==> src/rtl/bdg_pkg.sv <==
package bdg_pkg;

    // Default widths and timing, in logic-clock cycles.
    localparam int DEF_PHASE_W    = 6;
    localparam int DEF_HALF_CYCLE = 26;
    localparam int DEF_SYNC_DELAY = 6;
    localparam int DEF_MARGIN     = 2;
    localparam int DEF_NUM_CARDS  = 5;

    // Phase position at which bus drive is withdrawn.
    function automatic int cutoff_pos(input int half_cycle, input int sync_delay,
                                      input int margin);
        return half_cycle - sync_delay + margin;
    endfunction

endpackage

==> src/rtl/bdg_phase_track.sv <==
module bdg_phase_track #(
    parameter int PHASE_W = bdg_pkg::DEF_PHASE_W
) (
    input  logic               clk_i,
    input  logic               rst_ni,
    input  logic               phi0_i,
    output logic [PHASE_W-1:0] phase_o
);

    localparam logic [PHASE_W-1:0] CNT_MAX = {PHASE_W{1'b1}};
    localparam logic [PHASE_W-1:0] CNT_ONE = PHASE_W'(1);

    typedef struct packed {
        logic               prev;
        logic [PHASE_W-1:0] cnt;
    } trk_t;

    trk_t trk_d, trk_q;
    logic phase_edge;

    assign phase_edge = phi0_i ^ trk_q.prev;

    always_comb begin
        trk_d      = trk_q;
        trk_d.prev = phi0_i;
        if (phase_edge) begin
            trk_d.cnt = CNT_ONE;
        end else if (trk_q.cnt != CNT_MAX) begin
            trk_d.cnt = trk_q.cnt + CNT_ONE;
        end
    end

    always_ff @(posedge clk_i) begin
        if (!rst_ni) begin
            trk_q <= '0;
        end else begin
            trk_q <= trk_d;
        end
    end

    // The edge cycle itself is position 0; later cycles read the register.
    assign phase_o = phase_edge ? '0 : trk_q.cnt;


    restart_on_edge_chk: assert property (@(posedge clk_i) disable iff (!rst_ni)
        (phi0_i != trk_q.prev) |=> (trk_q.cnt == CNT_ONE));


    no_wrap_chk: assert property (@(posedge clk_i) disable iff (!rst_ni)
        (trk_q.cnt == CNT_MAX && phi0_i == trk_q.prev) |=> (trk_q.cnt == CNT_MAX));


    reset_clear_chk: assert property (@(posedge clk_i)
        !rst_ni |=> (trk_q.cnt == '0 && !trk_q.prev));

endmodule

==> src/rtl/bdg_req_merge.sv <==
module bdg_req_merge #(
    parameter int NUM_CARDS    = bdg_pkg::DEF_NUM_CARDS,
    parameter bit DRIVE_ENABLE = 1'b1
) (
    input  logic [NUM_CARDS-1:0] rd_en_i,
    output logic                 req_o
);

    assign req_o = DRIVE_ENABLE && (|rd_en_i);


    always_comb begin
        if (!DRIVE_ENABLE) begin
            global_mask_chk: assert (!req_o);
        end
    end

endmodule

==> src/rtl/bdg_cut_gate.sv <==
module bdg_cut_gate #(
    parameter int PHASE_W = bdg_pkg::DEF_PHASE_W,
    parameter int CUTOFF  = 22
) (
    input  logic               clk_i,
    input  logic               rst_ni,
    input  logic               phi0_i,
    input  logic [PHASE_W-1:0] phase_i,
    input  logic               req_i,
    output logic               oe_n_o
);

    localparam logic [PHASE_W-1:0] CUT_V = PHASE_W'(CUTOFF);

    logic cut_hit;

    assign cut_hit = phi0_i && (phase_i >= CUT_V);
    assign oe_n_o  = !(rst_ni && req_i && !cut_hit);


    late_drive_chk: assert property (@(posedge clk_i) disable iff (!rst_ni)
        (phi0_i && phase_i >= CUT_V) |-> oe_n_o);


    phi1_pass_chk: assert property (@(posedge clk_i) disable iff (!rst_ni)
        (!phi0_i && req_i) |-> !oe_n_o);


    reset_idle_chk: assert property (@(posedge clk_i) !rst_ni |-> oe_n_o);

endmodule

==> src/rtl/bus_drive_gate.sv <==
module bus_drive_gate #(
    parameter int NUM_CARDS    = bdg_pkg::DEF_NUM_CARDS,
    parameter int PHASE_W      = bdg_pkg::DEF_PHASE_W,
    parameter int HALF_CYCLE   = bdg_pkg::DEF_HALF_CYCLE,
    parameter int SYNC_DELAY   = bdg_pkg::DEF_SYNC_DELAY,
    parameter int DRIVE_MARGIN = bdg_pkg::DEF_MARGIN,
    parameter bit DRIVE_ENABLE = 1'b1
) (
    input  logic                 clk_i,
    input  logic                 rst_ni,
    input  logic                 phi0_sync_i,
    input  logic [NUM_CARDS-1:0] card_rd_en_i,
    output logic                 bus_oe_n_o
);

    localparam int CUTOFF = bdg_pkg::cutoff_pos(HALF_CYCLE, SYNC_DELAY, DRIVE_MARGIN);

    // reject cutoffs outside the half-cycle and half-cycles the counter cannot hold
    if (CUTOFF < 1 || CUTOFF >= HALF_CYCLE) begin : g_bad_cutoff
        $error("bus_drive_gate: cutoff %0d outside half-cycle %0d", CUTOFF, HALF_CYCLE);
    end
    if (HALF_CYCLE > (2 ** PHASE_W) - 1) begin : g_bad_width
        $error("bus_drive_gate: half-cycle %0d exceeds counter range", HALF_CYCLE);
    end

    logic [PHASE_W-1:0] phase;
    logic               drive_req;

    bdg_phase_track #(
        .PHASE_W (PHASE_W)
    ) u_track (
        .clk_i   (clk_i),
        .rst_ni  (rst_ni),
        .phi0_i  (phi0_sync_i),
        .phase_o (phase)
    );

    bdg_req_merge #(
        .NUM_CARDS    (NUM_CARDS),
        .DRIVE_ENABLE (DRIVE_ENABLE)
    ) u_merge (
        .rd_en_i (card_rd_en_i),
        .req_o   (drive_req)
    );

    bdg_cut_gate #(
        .PHASE_W (PHASE_W),
        .CUTOFF  (CUTOFF)
    ) u_gate (
        .clk_i   (clk_i),
        .rst_ni  (rst_ni),
        .phi0_i  (phi0_sync_i),
        .phase_i (phase),
        .req_i   (drive_req),
        .oe_n_o  (bus_oe_n_o)
    );


    idle_bus_chk: assert property (@(posedge clk_i)
        (card_rd_en_i == '0) |-> bus_oe_n_o);

endmodule

==> config.mk <==
export PLATFORM = sky130hd
export DESIGN_NAME = bus_drive_gate
export DESIGN_NICKNAME = d
export VERILOG_FILES = /design/src/rtl/bdg_pkg.sv /design/src/rtl/bdg_phase_track.sv /design/src/rtl/bdg_req_merge.sv /design/src/rtl/bdg_cut_gate.sv /design/src/rtl/bus_drive_gate.sv
export SDC_FILE = /design/constraint.sdc
export NUM_CORES = 1
export LEC_CHECK = 0
export CAP_MARGIN = 20
export CELL_PAD_IN_SITES_DETAIL_PLACEMENT = 0
export CELL_PAD_IN_SITES_GLOBAL_PLACEMENT = 1
export CORE_AREA = 2 2 39 41
export DETAILED_ROUTE_END_ITERATION = 8
export DIE_AREA = 0 0 41 43
export DONT_BUFFER_PORTS = 1
export PLACE_DENSITY_LB_ADDON = 0.1
export SLEW_MARGIN = 25
export SYNTH_ARGS = -nofsm -noshare
export SYNTH_HDL_FRONTEND = slang
export SYNTH_HIERARCHICAL = 1
export SYNTH_SLANG_ARGS = --single-unit
==> constraint.sdc <==
create_clock -name clk_i -period 1.27 [get_ports clk_i]
set_clock_uncertainty 0.1 [all_clocks]
set_input_delay 0.0635 -clock clk_i [delete_from_list [all_inputs] [get_ports clk_i]]
set_output_delay 0.0635 -clock clk_i [all_outputs]
set_load 0.02 [all_outputs]
==> results.json, run 1 <==
{
  "pwr-share-seq": 0.461,
  "path_clk_slew_ps": 60,
  "cts_buffer_depth": 2,
  "gp_congestion": 0.755,
  "largest_register_ff_count": 7,
  "design_area_um2": 568,
  "cp-endpoint": "bus_oe_n_o",
  "cp.arrival_ps": 1390,
  "p_sw_mw": 0.127,
  "min_period_ps": 1550,
  "hold_path_depth": 3,
  "startpoint": "u_track/trk_q[6]",
  "critPathCaptureType": "primary output",
  "cts_htree_levels": 1,
  "syn_inst": 48,
  "maxCapViolCount": 0,
  "core_um2": 1380,
  "rows": 14,
  "syn_avg_cell_area_um2": 8.52,
  "grt_usage": 0.142,
  "grt_pass1_vias": 399,
  "drt_iter0_drc": 1,
  "hold_class": "input pin to flip-flop",
  "hold_slack_ps": 81.1,
  "r2r_setup_slack_ps": 30,
  "synthToLayoutAreaGrowth_pct": 38.8,
  "ys_ff_latch": 7,
  "largest-register": "u_track/trk_q",
  "hold_violations": 0,
  "crit_path_max_fanout": 7,
  "reg2reg_from": "u_track/trk_q[0]",
  "combPwrFrac": 0.134,
  "io_buffer_count": 0,
  "cts_tree": "yes",
  "grt_antenna_before_repair": 0,
  "synthesis.nets": 57,
  "drt_wl_total_mm": 1.08,
  "tightest_slew_ps": 281,
  "worst_setup_path_start_kind": "flip-flop",
  "p_sw_frac": 0.246,
  "p_int_mw": 0.388,
  "ir_drop_mv": 0.456,
  "grt-ovfl-total": 0,
  "fillers": 146,
  "powerDensity_nw_per_um2": 906,
  "numCtsBuffers": 3,
  "die-area_um2": 1760,
  "synth.yosys.seq_area_share": 0.343,
  "layout.nets": 70,
  "num_vias": 379,
  "cts_root_buf": "clkbuf_4",
  "clock_latency_ps": 250,
  "top_regs": "u_track/trk_q: 7 flops",
  "start_util": 0.296,
  "leakage_nw": 0.204,
  "dieWidth_um": 41,
  "synth.distinct_cells": 23,
  "post-route-period-util": 1.22,
  "syn_area_um2": 409,
  "die_h_um": 43,
  "grt_max_degree": 9,
  "r2r_cells": 4,
  "io_pins": 9,
  "rsz0062_at_grt": "yes",
  "grt_pass1_wl_mm": 1.63,
  "power.share.clock": 0.405,
  "firstDrtPassIters": 4,
  "drc": 0,
  "cts_sinks": 7,
  "outcome": "complete, but fails checks",
  "wl_per_cell_um": 14.2,
  "dp_hpwl_um": 804,
  "crit_type": "flip-flop to primary output",
  "fmax_mhz": 643,
  "worst_slack_ps": -285,
  "synth_warnings": 6,
  "ant_nets": 0,
  "slew_headroom": 0.812,
  "r2r_end": "u_track/trk_q[5]",
  "drive_gt1_frac": 0.450,
  "drv_slew": 0,
  "worstPathRequired_ps": 1110,
  "antenna_cells": 0,
  "vias_per_cell": 4.99,
  "dpl-instance-area_um2": 484,
  "violations": "setup timing",
  "final_util": 0.410,
  "finalSetupViolCount": 1
}
layer usage:
layer	vias up	global-route usage	share of wire
met1	175	0.149	0.43
met5	-	0	0
met3	0	0.0471	0.043
met4	0	0.0800	0
li1	197	-	-
met2	7	0.231	0.53
worst min-delay path by stage:
| stage | from | endpoint | slack, ps |
|---|---|---|---|
| 6_report | phi0_sync_i | u_track/trk_q[4] | 80 |
| 5_1_grt | phi0_sync_i | u_track/trk_q[4] | 90 |
| 4_1_cts | phi0_sync_i | u_track/trk_q[3] | 60 |
| 3_5_place_dp | rst_ni | u_track/trk_q[0] | 100 |
| 3_3_place_gp | phi0_sync_i | u_track/trk_q[6] | 90 |
| 2_1_floorplan | phi0_sync_i | u_track/trk_q[6] | 90 |
power groups by stage:
stage          logic [mW]  registers, mW  clock network (mW)
5_1_grt            0.0739          0.238               0.239
2_1_floorplan      0.0318          0.238                   0
6_report           0.0690          0.237               0.208
3_5_place_dp       0.0579          0.238                   0
3_3_place_gp       0.0555          0.237                   0
4_1_cts            0.0675          0.234               0.218
through the flow:
stage / worst slack [ps] / total power [mW] / std cells / setup TNS, ps
floorplan: -36.3 / 0.270 / 48 / -36.3
global placement: -11.0 / 0.293 / 70 / -11.0
detailed placement: -52.2 / 0.295 / 70 / -76.0
CTS: -300 / 0.520 / 76 / -300
global route: -399 / 0.551 / 76 / -427
finish: -285 / 0.515 / 76 / -285
area by class of cell:
type / count / area, um^2 / area share
timing repair buffer: 9 / 72.6 / 0.128
tap: 16 / 20.0 / 0.0352
clock buffer: 4 / 26.3 / 0.0463
sequential: 7 / 148 / 0.260
multi-input combinational: 39 / 298 / 0.524
inverter: 1 / 3.75 / 0.00661
cells in the final DEF (no fill, tap or decap), types with 2 or more instances in the layout:
master         count
a211oi_2           3
a21oi_1            2
a31oi_1            2
and2_1             4
and2_2             2
buf_4              7
clkbuf_4           3
dfxtp_2            6
dlygate4sd3_1      2
nand2_1            5
nand3_2            2
nor2_1             4
nor3_1             2
o21ai_0            2
Yosys cell counts:
master	n	area, um^2
a211oi_1	1	7.51
a211oi_2	2	25.0
a21oi_1	2	10.0
a31oi_1	2	12.5
and2_1	5	31.3
and2_2	2	15.0
and3_2	1	7.51
and4bb_1	1	12.5
buf_4	1	7.51
dfxtp_1	7	140
ha_1	1	12.5
inv_1	1	3.75
nand2_1	5	18.8
nand3_1	2	10.0
nand3_2	1	10.0
nand4_1	1	6.26
nor2_1	4	15.0
nor3_1	2	10.0
o211ai_1	1	7.51
o21ai_0	3	15.0
or3_1	1	6.26
xnor2_2	1	16.3
xor2_1	1	8.76
worst max-delay path: stages (launching register included):
cell	delay, ps
dfxtp_2	340
xnor2_4	140
and2_1	170
a211oi_2	210
o211ai_1	100
buf_4	160
what timing repair did:
item,CTS,global route
hold buffers,2,0
pin swaps,1,1
hold endpoints to repair,7,0
gates resized for setup,3,6
buffers inserted,0,0
setup endpoints to repair,2,4
cells by family (layout without fill, tap and decap cells):
logic type | count (synthesis) | count (layout) | synth area share
adders and majority gates | 1 | 1 | 0.0306
buffers and inverters | 2 | 14 | 0.0275
AOI/OAI and AO/OA | 11 | 11 | 0.190
xor gates and xnor gates | 2 | 2 | 0.0612
DFF | 7 | 7 | 0.342
and+or+nand+nor | 25 | 25 | 0.349
Note: power is estimated with default switching activity, not from simulation.
==> inputs of run 2 (changes only) <==
--- a/config.mk
+++ b/config.mk
@@ -16,5 +16,5 @@
 export SLEW_MARGIN = 25
 export SYNTH_ARGS = -nofsm -noshare
 export SYNTH_HDL_FRONTEND = slang
-export SYNTH_HIERARCHICAL = 1
 export SYNTH_SLANG_ARGS = --single-unit
+export TNS_END_PERCENT = 10
==> results.json, run 2 <==
{
  "outcome": "complete, but fails checks",
  "violations": "setup timing",
  "powerDensity_nw_per_um2": 1040,
  "die_h_um": 43,
  "finalSetupViolCount": 1,
  "synth.yosys.seq_area_share": 0.407,
  "synth_largest_area_cell": "dfxtp_1",
  "start_util": 0.249,
  "final_cell_mix": "dfxtp_1 (6), nand2_1 (5)",
  "synthToLayoutAreaGrowth_pct": 36.0,
  "slew_headroom": 0.813,
  "maxCapViolCount": 0,
  "synth.distinct_cells": 22,
  "post-route-period-util": 1.12,
  "synthTopCellsByArea": "dfxtp_1 (41%), a21oi_1 (5.8%), nand2_1 (5.5%)",
  "syn_avg_cell_area_um2": 8.82,
  "layout.cells.non_filler": 66,
  "clock_latency_ps": 250,
  "worst_setup_path_start_kind": "flip-flop",
  "antenna_cells": 0,
  "grt_pass1_wl_mm": 1.37,
  "drt_wl_total_um": 781,
  "cts_root_buf": "clkbuf_4",
  "drc": 0,
  "synth.most_common_cell": "dfxtp_1",
  "drv_slew": 0,
  "core_um2": 1380,
  "crit_type": "flip-flop to primary output",
  "ir_drop_mv": 0.477,
  "path_clk_slew_ps": 60,
  "layout.nets": 60,
  "leakage_nw": 0.173,
  "cts_sinks": 7,
  "place_ws_ps": -7.74,
  "vias_per_cell": 5.15,
  "wl_per_cell_um": 11.8,
  "largest-register": "u_track.trk_q",
  "largest_register_ff_count": 7,
  "dieWidth_um": 41,
  "grt_usage": 0.119,
  "io_buffer_count": 0,
  "regArea_um2": 141,
  "cts_tree": "yes",
  "drive_gt1_frac": 0.220,
  "firstDrtPassIters": 2,
  "fmax_mhz": 703,
  "hold_class": "input pin to flip-flop",
  "drt_iter0_drc": 6,
  "top_regs": "u_track.trk_q: 7 flops",
  "layout_commonest_cell": "dfxtp_1",
  "synth_warnings": 0,
  "ant_nets": 0,
  "die-area_um2": 1760,
  "rows": 14,
  "cts_buffer_depth": 2,
  "grt_pass1_vias": 331,
  "synth_edf_count": 0,
  "min_period_ps": 1420,
  "synthesis.nets": 48,
  "io_pins": 9,
  "numPlacedInstances": 59,
  "worstPathRequired_ps": 1110,
  "num_vias": 340,
  "syn_area_um2": 344,
  "syn_inst": 39,
  "rsz0062_at_grt": "yes",
  "grt-ovfl-total": 0,
  "numCtsBuffers": 3,
  "yosys-top-cells-count": "dfxtp_1 (7), nand2_1 (5), a21oi_1 (4)",
  "grt_max_degree": 8,
  "synth_top_cell_area_share": 0.407,
  "critPathCaptureType": "primary output",
  "cts_htree_levels": 1,
  "cp.arrival_ps": 1260,
  "grt_antenna_before_repair": 0,
  "crit_path_max_fanout": 3,
  "gp_congestion": 0.766,
  "multi_input_area_um2": 216,
  "synth_ff_type": "dfxtp_1",
  "worst_slack_ps": -153,
  "ys_ff_latch": 7,
  "fillers": 158,
  "tightest_slew_ps": 279,
  "hold_violations": 0,
  "async_reset_ff_frac": 0
}
-- run 2: metrics by stage --
stage	utilization	hold slack, ps	total power, mW	cell area [um^2]	setup TNS, ps
after global routing	0.338	74.5	0.522	468	-287
after floorplan	-	85.2	0.260	344	0
final	0.338	53.8	0.488	468	-153
after CTS	0.338	39.0	0.498	468	-176
after global placement	0.285	90.3	0.278	394	0
after detailed placement	0.285	90.1	0.278	394	-7.74
-- run 2: final cells by class --
| cell class | count | area share |
|---|---|---|
| Multi-Input combinational cell | 32 | 0.463 |
| Timing Repair Buffer | 7 | 0.136 |
| Sequential cell | 7 | 0.302 |
| Clock buffer | 4 | 0.0561 |
| Tap cell | 16 | 0.0428 |
-- run 2: report_power, final --
part	switching, mW	total (mW)	internal [mW]
Sequential	0.00524	0.233	0.228
Combinational	0.0214	0.0500	0.0286
Clock	0.0853	0.205	0.120
Total	0.112	0.488	0.376
-- run 2: final timing paths --
kind              slack [ps]  cells after the start             start               end
setup / recovery        -150                      5  u_track.trk_q[1]        bus_oe_n_o
hold / removal            50                      3       phi0_sync_i  u_track.trk_q[0]
setup reg to reg          30                      4  u_track.trk_q[0]  u_track.trk_q[5]
hold reg to reg          460                      2  u_track.trk_q[2]  u_track.trk_q[2]
-- run 2: logic make-up (layout without fill, tap and decap cells) --
group	count (synthesis)	in the layout	synth area share
simple gates	19	19	0.320
buf+inv	0	11	0
xor+xnor	2	2	0.0509
fa+ha+maj	1	1	0.0364
compound gates	10	10	0.185
flops	7	7	0.407
-- run 2: what timing repair did --
| action | 4_1_cts | 5_1_grt |
|---|---|---|
| gates resized for setup | 5 | 0 |
| pin swaps | 3 | 0 |
| buffers inserted | 0 | 0 |
| endpoints found under the hold margin | 7 | 0 |
| hold buffers | 3 | 0 |
| endpoints found under the setup margin | 3 | 4 |
-- run 2: per-layer routing --
metal  global-route usage  vias up  share of wire
met5                    0        -              0
met4               0.0400        0              0
met3               0.0890        0          0.047
met2                0.166        6           0.51
met1                0.137      161           0.44
li1                     -      173              -
-- run 2: worst max-delay path: stages, from the launching register on --
cell	delay, ps
dfxtp_2	330
buf_6	110
a21o_1	150
a21oi_2	120
o221ai_1	130
buf_4	170
==> inputs of run 3 (changes only) <==
--- a/config.mk
+++ b/config.mk
@@ -5,6 +5,7 @@
 export SDC_FILE = /design/constraint.sdc
 export NUM_CORES = 1
 export LEC_CHECK = 0
+export ABC_AREA = 1
 export CAP_MARGIN = 20
 export CELL_PAD_IN_SITES_DETAIL_PLACEMENT = 0
 export CELL_PAD_IN_SITES_GLOBAL_PLACEMENT = 1
==> results.json, run 3 <==
{
  "outcome": "finished clean",
  "crit_type": "flip-flop to primary output",
  "combPwrFrac": 0.118,
  "ant_nets": 0,
  "hold_class": "input pin to primary output",
  "start_util": 0.270,
  "syn_area_um2": 374,
  "cts_tree": "yes",
  "crit_path_max_fanout": 5,
  "synthTopCellsByArea": "dfxtp_1 (37%), nand3_1 (11%), nand2_1 (10%)",
  "powerDensity_nw_per_um2": 967,
  "synthesis.nets": 60,
  "layout.nets": 72,
  "worstPathRequired_ps": 1110,
  "firstDrtPassIters": 4,
  "drive_gt1_frac": 0.323,
  "p_sw_mw": 0.121,
  "p_sw_frac": 0.242,
  "grt-ovfl-total": 0,
  "drt_wl_total_um": 847,
  "cts_htree_levels": 1,
  "largest-register": "u_track.trk_q",
  "dieWidth_um": 41,
  "tightest_slew_ps": 237,
  "cts_buffer_depth": 2,
  "p_int_mw": 0.379,
  "path_clk_slew_ps": 50,
  "final_cell_mix": "nand2_1 (10), inv_1 (5), nor2_1 (5), dfxtp_1 (5)",
  "drv_slew": 0,
  "synth.yosys.seq_area_share": 0.375,
  "synth_warnings": 0,
  "syn_inst": 51,
  "synth_largest_area_cell": "dfxtp_1",
  "maxCapViolCount": 0,
  "ys_ff_latch": 7,
  "synthToLayoutAreaGrowth_pct": 38.1,
  "num_vias": 365,
  "synth_edf_count": 0,
  "pwr-share-seq": 0.467,
  "hold_slack_ps": 94.6,
  "hold_violations": 0,
  "grt_antenna_before_repair": 0,
  "io_pins": 9,
  "tns_ps": 0,
  "grt_usage": 0.120,
  "finalSetupViolCount": 0,
  "grt_pass1_wl_mm": 1.42,
  "synth.most_common_cell": "nand2_1",
  "core_um2": 1380,
  "wl_per_cell_um": 10.9,
  "async_reset_ff_frac": 0,
  "worst_setup_path_start_kind": "flip-flop",
  "die_h_um": 43,
  "fmax_mhz": 817,
  "gp_congestion": 0.767,
  "worst_slack_ps": 46.4,
  "io_buffer_count": 0,
  "numCtsBuffers": 3,
  "yosys-top-cells-count": "nand2_1 (10), nand3_1 (8), dfxtp_1 (7)",
  "critPathCaptureType": "primary output",
  "post-route-period-util": 0.963,
  "rows": 14,
  "power.total_mw": 0.500,
  "cts_sinks": 7,
  "synth.distinct_cells": 19,
  "leakage_nw": 0.204,
  "layout_commonest_cell": "nand2_1",
  "dp_hpwl_um": 632,
  "largest_register_ff_count": 7,
  "top_regs": "u_track.trk_q: 7 flops",
  "ir_drop_mv": 0.446,
  "antenna_cells": 0,
  "drt_iter0_drc": 3,
  "place_ws_ps": 69.5,
  "slew_headroom": 0.841,
  "clock_latency_ps": 250,
  "synth_top_cell_area_share": 0.375,
  "vias_per_cell": 4.68,
  "power.share.clock": 0.416,
  "cp.arrival_ps": 1060,
  "cts_root_buf": "clkbuf_4",
  "synth_ff_type": "dfxtp_1",
  "min_period_ps": 1220,
  "grt_max_degree": 6,
  "grt_pass1_vias": 376,
  "drc": 0,
  "syn_avg_cell_area_um2": 7.34,
  "die-area_um2": 1760
}
## run 3: changes by cell type after synthesis, sizes merged, moves of 2 or more
cell and delta:
and3 -2, inv +5, nand3 +6, and2 -2, nand2 +6, nor3 +2
a21oi -2, nor2 +5
## run 3: power by group through the flow
stage          registers, mW  clock network [mW]  logic (mW)
3_3_place_gp           0.236                   0      0.0460
5_1_grt                0.234               0.227      0.0665
3_5_place_dp           0.237                   0      0.0472
4_1_cts                0.232               0.214      0.0566
2_1_floorplan          0.239                   0      0.0291
6_report               0.233               0.208      0.0587
## run 3: final cells by class
cell class	count	area [um^2]
Clock buffer	4	26.3
Fill cell	155	867
Inverter	6	22.5
Multi-Input combinational cell	38	239
Sequential cell	7	143
Tap cell	16	20.0
Timing Repair Buffer	7	66.3
## run 3: worst paths after layout
check / to / depth (start not counted) / slack, ps / from
hold reg to reg: u_track.trk_q[4] / 2 / 440 / u_track.trk_q[4]
hold / removal: bus_oe_n_o / 1 / 90 / rst_ni
setup / recovery: bus_oe_n_o / 4 / 50 / u_track.trk_q[2]
setup reg to reg: u_track.trk_q[5] / 4 / 100 / u_track.trk_q[0]
## run 3: through the flow
| step | cells | area (um^2) | util |
|---|---|---|---|
| 2_1_floorplan | 51 | 374 | - |
| 3_3_place_gp | 71 | 424 | 0.307 |
| 3_5_place_dp | 71 | 424 | 0.307 |
| 4_1_cts | 78 | 485 | 0.351 |
| 5_1_grt | 78 | 517 | 0.373 |
| 6_report | 78 | 517 | 0.373 |
## run 3: per-layer routing
| metal | global-route usage | vias up | part of all wire | wire length (um) |
|---|---|---|---|---|
| li1 | - | 192 | - | - |
| met1 | 0.120 | 167 | 0.40 | 337 |
| met2 | 0.191 | 6 | 0.53 | 453 |
| met3 | 0.0785 | 0 | 0.066 | 56 |
| met4 | 0.0400 | 0 | 0 | 0 |
| met5 | 0 | - | 0 | 0 |
## run 3: cell families after synthesis
family | count (synthesis) | share of synthesized area
simple gates | 30 | 0.388
flops | 7 | 0.375
compound gates | 6 | 0.100
buf+inv | 6 | 0.0602
xor+xnor | 1 | 0.0435
fa+ha+maj | 1 | 0.0334
## run 3: critical path, cell delays in order, from the launching register on
cell	delay (ps)
dfxtp_1	410
nand3_2	110
nand3_2	80
nand3_2	90
nand3_4	120
## run 3: what timing repair did
| item | in CTS | in global routing |
|---|---|---|
| endpoints found under the setup margin | 1 | 3 |
| pin swaps | 0 | 2 |
| setup buffers | 0 | 0 |
| gates resized for setup | 1 | 9 |
| hold endpoints to repair | 3 | 0 |
| hold buffers | 3 | 0 |
